<file path="config.mk">
export PLATFORM = sky130hd
export DESIGN_NAME = fpnan_select
export DESIGN_NICKNAME = d
export VERILOG_FILES = /design/src/rtl/fpnan_pkg.sv /design/src/rtl/fpnan_classify.sv /design/src/rtl/fpnan_priority.sv /design/src/rtl/fpnan_format.sv /design/src/rtl/fpnan_select.sv
export SDC_FILE = /design/constraint.sdc
export NUM_CORES = 1
export LEC_CHECK = 0
export BUFFER_PORTS_ARGS = -buffer_cell sky130_fd_sc_hd__buf_2
export CORE_AREA = 2 2 50 64
export DETAILED_ROUTE_END_ITERATION = 16
export DIE_AREA = 0 0 52 66
export PLACE_DENSITY = 0.83
export SLEW_MARGIN = 10
export SYNTH_ARGS = -nofsm -noshare
export SYNTH_HDL_FRONTEND = slang
export SYNTH_SLANG_ARGS = --single-unit
</file>
<file path="constraint.sdc">
create_clock -name vclk -period 3.5
set_clock_uncertainty 0.2 [all_clocks]
set_input_delay 0.175 -clock vclk [all_inputs]
set_output_delay 0.175 -clock vclk [all_outputs]
set_load 0.02 [all_outputs]
</file>
<file path="src/rtl/fpnan_pkg.sv">
package fpnan_pkg;

   // Class of one operand, as far as NaN handling cares
   typedef enum logic [1:0] {
      CLS_ORD  = 2'b00,   // ordinary number, zero or infinity
      CLS_QNAN = 2'b01,
      CLS_SNAN = 2'b10,
      CLS_ABS  = 2'b11    // operand not present
   } opnd_cls_e;

   function automatic logic cls_is_nan(input opnd_cls_e c);
      return (c == CLS_QNAN) || (c == CLS_SNAN);
   endfunction

endpackage

</file>
<file path="src/rtl/fpnan_classify.sv">
module fpnan_classify
   import fpnan_pkg::*;
#(
   parameter int EXP_W  = 8,
   parameter int FRAC_W = 23
) (
   input  logic [EXP_W+FRAC_W:0] word,
   input  logic                  present,
   output opnd_cls_e             cls
);
   localparam int QBIT = FRAC_W - 1;

   logic exp_ones;
   logic frac_nz;

   always_comb begin
      exp_ones = &word[FRAC_W +: EXP_W];
      frac_nz  = |word[FRAC_W-1:0];
      if (!present)
         cls = CLS_ABS;
      else if (exp_ones && frac_nz)
         cls = word[QBIT] ? CLS_QNAN : CLS_SNAN;
      else
         cls = CLS_ORD;
   end


   always_comb begin
      inf_not_nan_chk: assert (!(present && exp_ones && !frac_nz) || cls == CLS_ORD);
   end
endmodule

</file>
<file path="src/rtl/fpnan_priority.sv">
module fpnan_priority
   import fpnan_pkg::*;
(
   input  opnd_cls_e cls_n,
   input  opnd_cls_e cls_m,
   output logic      any_nan,
   output logic      take_m,
   output logic      sig_seen
);
   always_comb begin
      any_nan  = cls_is_nan(cls_n) || cls_is_nan(cls_m);
      sig_seen = (cls_n == CLS_SNAN) || (cls_m == CLS_SNAN);
      // n wins when signalling, or when quiet and m is not signalling
      if (cls_n == CLS_SNAN)
         take_m = 1'b0;
      else if (cls_n == CLS_QNAN && cls_m != CLS_SNAN)
         take_m = 1'b0;
      else
         take_m = 1'b1;
   end


   always_comb begin
      sig_implies_nan_chk: assert (!sig_seen || any_nan);
   end

   always_comb begin
      m_pick_is_nan_chk: assert (!(any_nan && take_m) || cls_is_nan(cls_m));
   end
endmodule

</file>
<file path="src/rtl/fpnan_format.sv">
module fpnan_format #(
   parameter int EXP_W      = 8,
   parameter int FRAC_W     = 23,
   parameter bit CANON_SIGN = 1'b0
) (
   input  logic [EXP_W+FRAC_W:0] chosen,
   input  logic                  canon_mode,
   input  logic                  active,
   output logic [EXP_W+FRAC_W:0] result
);
   localparam int WORD_W = 1 + EXP_W + FRAC_W;
   localparam int QBIT   = FRAC_W - 1;

   logic [WORD_W-1:0] canon;
   logic [WORD_W-1:0] quietened;

   generate
      if (FRAC_W > 1) begin : g_wide
         assign canon = {CANON_SIGN, {EXP_W{1'b1}}, 1'b1, {(FRAC_W-1){1'b0}}};
      end else begin : g_narrow
         assign canon = {CANON_SIGN, {EXP_W{1'b1}}, 1'b1};
      end
   endgenerate

   always_comb begin
      quietened       = chosen;
      quietened[QBIT] = 1'b1;
      if (!active)
         result = '0;
      else if (canon_mode)
         result = canon;
      else
         result = quietened;
   end


   always_comb begin
      quiet_out_chk: assert (!active || (result[QBIT] && &result[FRAC_W +: EXP_W]));
   end
endmodule

</file>
<file path="src/rtl/fpnan_select.sv">
module fpnan_select
   import fpnan_pkg::*;
#(
   parameter int EXP_W      = 8,
   parameter int FRAC_W     = 23,
   parameter bit CANON_SIGN = 1'b0
) (
   input  logic [EXP_W+FRAC_W:0] op_n,
   input  logic [EXP_W+FRAC_W:0] op_m,
   input  logic                  m_absent,
   input  logic                  dflt_nan_mode,
   output logic [EXP_W+FRAC_W:0] nan_res,
   output logic                  invalid_op,
   output logic                  nan_taken
);
   localparam int WORD_W = 1 + EXP_W + FRAC_W;
   localparam int NOPS   = 2;
   localparam int QBIT   = FRAC_W - 1;

   generate
      if (EXP_W < 2) begin : g_bad_exp
         $error("fpnan_select: EXP_W must be at least 2");
      end
      if (FRAC_W < 1) begin : g_bad_frac
         $error("fpnan_select: FRAC_W must be at least 1");
      end
   endgenerate

   logic [WORD_W-1:0] ops     [NOPS];
   logic              present [NOPS];
   opnd_cls_e         cls     [NOPS];

   assign ops[0]     = op_n;
   assign ops[1]     = op_m;
   assign present[0] = 1'b1;
   assign present[1] = !m_absent;

   generate
      for (genvar i = 0; i < NOPS; i++) begin : g_cls
         fpnan_classify #(.EXP_W(EXP_W), .FRAC_W(FRAC_W)) u_cls (
            .word    (ops[i]),
            .present (present[i]),
            .cls     (cls[i])
         );
      end
   endgenerate

   logic take_m;
   logic any_nan;
   logic sig_seen;

   fpnan_priority u_pri (
      .cls_n    (cls[0]),
      .cls_m    (cls[1]),
      .any_nan  (any_nan),
      .take_m   (take_m),
      .sig_seen (sig_seen)
   );

   logic [WORD_W-1:0] chosen;
   assign chosen = take_m ? op_m : op_n;

   fpnan_format #(.EXP_W(EXP_W), .FRAC_W(FRAC_W), .CANON_SIGN(CANON_SIGN)) u_fmt (
      .chosen     (chosen),
      .canon_mode (dflt_nan_mode),
      .active     (any_nan),
      .result     (nan_res)
   );

   assign nan_taken  = any_nan;
   assign invalid_op = sig_seen;


   always_comb begin
      dflt_canon_chk: assert (!(dflt_nan_mode && nan_taken) ||
                              (nan_res[QBIT] && nan_res[QBIT-1:0] == '0 &&
                               nan_res[WORD_W-1] == CANON_SIGN));
   end

   always_comb begin
      no_nan_quiet_chk: assert (nan_taken || !invalid_op);
   end

   always_comb begin
      absent_m_chk: assert (!(m_absent && !(&op_n[FRAC_W +: EXP_W] && |op_n[FRAC_W-1:0]))
                            || (!nan_taken && !invalid_op));
   end
endmodule

</file>
==> flow_metrics.env <==
export IMPL_vias=1761
export IMPL_syn_area_um2=1090
export IMPL_critical_path_top_delay_family="simple AND/OR/NAND/NOR gates"
export IMPL_ant_nets=0
export IMPL_ys_seq_area_frac=0
export IMPL_avgRoutedWirePerCell_um=14.8
export IMPL_gp_congestion=0.883
export IMPL_min_to="invalid_op"
export IMPL_timing_fmax_ghz=0.338
export IMPL_powerDensity_nw_per_um2=118
export IMPL_netlist_instances=170
export IMPL_start_util=0.384
export IMPL_tns_ns=0
export IMPL_setup_viol=0
export IMPL_slowest_delay_ns=0.53
export IMPL_dp_hpwl_mm=3.30
export IMPL_power_uw=185
export IMPL_post_place_cells=290
export IMPL_cts_hold_buf=0
export IMPL_viasPerCell=6.07
export IMPL_dp_slack_ns=0.564
export IMPL_flops_and_latches=0
export IMPL_num_clock_buffers=0
export IMPL_fin_crit_sh=0.845
export IMPL_final_cell_mix="100 x buf_2, 30 x a31oi_1, 20 x a221oi_1, 16 x inv_1, 16 x nand2_1"
export IMPL_p_leak_nw=0.731
export IMPL_seqCellArea_um2=0
export IMPL_diodes=0
export IMPL_die_h_um=66
export IMPL_crit_chain="buf_2 > or4_1 > nor4_1 > o41ai_1 > ha_1 > nand2_1 > and3_1 > buf_4 > o21ai_1 > a22oi_1 > buf_2"
export IMPL_ir_drop_uv=71.1
export IMPL_grt_max_degree=32
export IMPL_cts_resized=0
export IMPL_critPathKind="in -> out"
export IMPL_status="completed"
export IMPL_startpoint_type="input pin"
export IMPL_yosysUniqueCellTypes=30
export IMPL_max_cap_viol_count=0
export IMPL_crit_arrival_ns=2.58
export IMPL_fin_cells=290
export IMPL_io_buffers=100
export IMPL_min_path_cells=3
export IMPL_grtUsageTotal=0.242
export IMPL_hold_start="op_n[22]"
export IMPL_hold_violations=0
export IMPL_dr_pass1_iters=5
export IMPL_layout_nets=323
export IMPL_drive_gt1_frac=0.449
export IMPL_drv_slew=0
export IMPL_io_pins=100
export IMPL_hold_class="in -> out"
export IMPL_die_w_um=52
export IMPL_rsz0062_at_grt="false"
export IMPL_drc=0
export IMPL_path_buf_inv=3
export IMPL_multiInputGateArea_um2=903
export IMPL_grt_pass1_wl_mm=6.81
export IMPL_syn_to_final_growth_pct=43.4
export IMPL_cts_setup_buffers=0
export IMPL_worst_slack_ns=0.541
export IMPL_worst_slew_pin_slew_ns=0.639
export IMPL_startpoint="op_m[4]"
export IMPL_cp_end_kind="output port"
export IMPL_core_um2=2840
export IMPL_fillers=291
export IMPL_synthesis_nets=237
export IMPL_grt_pass1_vias=1581
export IMPL_crit_fanout=13
export IMPL_layout_commonest_cell="buf_2"
export IMPL_syn_area_per_cell_um2=6.40
export IMPL_grt_ovfl_total=0
export IMPL_dr_first_iter_drc_count=82
export IMPL_layout_min_cycle_time_ns=2.96
export IMPL_antenna_found_initial=0
export IMPL_slew_headroom=0.574
export IMPL_crit_top_cell="buf_2"
export IMPL_critical_path_slowest_cell="or4_1"
export IMPL_yosysWarnings=0
export IMPL_required_ns=3.12
export IMPL_wl_mm=4.30
export IMPL_die_area_um2=3430
export IMPL_placement_rows=22
==> per-layer routing <==
layer | vias to the layer above | share of wire | global-route usage
met4 | 0 | 0.013 | 0.0461
li1 | 857 | - | -
met1 | 796 | 0.37 | 0.310
met2 | 100 | 0.51 | 0.434
met3 | 8 | 0.099 | 0.0181
met5 | - | 0 | 0
==> layout make-up <==
type | count | area share
well taps | 36 | 0.0288
multi-input cells | 131 | 0.579
repair buffers | 107 | 0.354
inverters | 16 | 0.0385
==> logic make-up (layout without fill, tap and decap cells) <==
kind of cell	count (synthesis)	count (layout)	synth area share
AND/OR/NAND/NOR	55	55	0.264
multiplexers	8	8	0.0736
buffers and inverters	39	123	0.170
adder cells (fa/ha/maj)	1	1	0.0115
AO/OA/AOI/OAI	67	67	0.480
==> worst max-delay path by stage <==
stage / endpoint / cells after the start
floorplan: nan_res[10] / 10
global placement: nan_res[13] / 11
detailed placement: nan_res[23] / 11
CTS: nan_res[23] / 11
global route: nan_res[23] / 12
finish: nan_res[23] / 11
==> synth_stat cells, drive strengths merged <==
cell type	instances	area (um^2)
and3	1	6.26
inv	16	60.1
nand2	16	60.1
mux2i	8	80.1
o21bai	1	7.51
nand4	4	25.0
o21ai	1	5.00
o41ai	1	8.76
and4	3	26.3
nor3	1	5.00
or2	1	8.76
buf	14	91.3
a31oi	30	188
a21oi	1	5.00
nand3	8	40.0
nor4	8	50.1
o211ai	2	28.8
a22oi	8	60.1
clkbuf	9	33.8
nor2	10	40.0
a221oi	23	220
ha	1	12.5
or4	3	26.3
==> metrics by stage <==
step	utilization	hold slack [ns]	area (um^2)
2_1_floorplan	-	0.289	1090
3_3_place_gp	0.551	0.509	1560
3_5_place_dp	0.551	0.494	1560
4_1_cts	0.551	0.496	1560
5_1_grt	0.551	0.520	1560
6_report	0.551	0.495	1560
==> where the power goes <==
part | internal (mW) | switching, mW
combinational | 0.0747 | 0.110
sequential | 0 | 0
clock | 0 | 0
total | 0.0747 | 0.110
(Power assumes the default switching activity.)
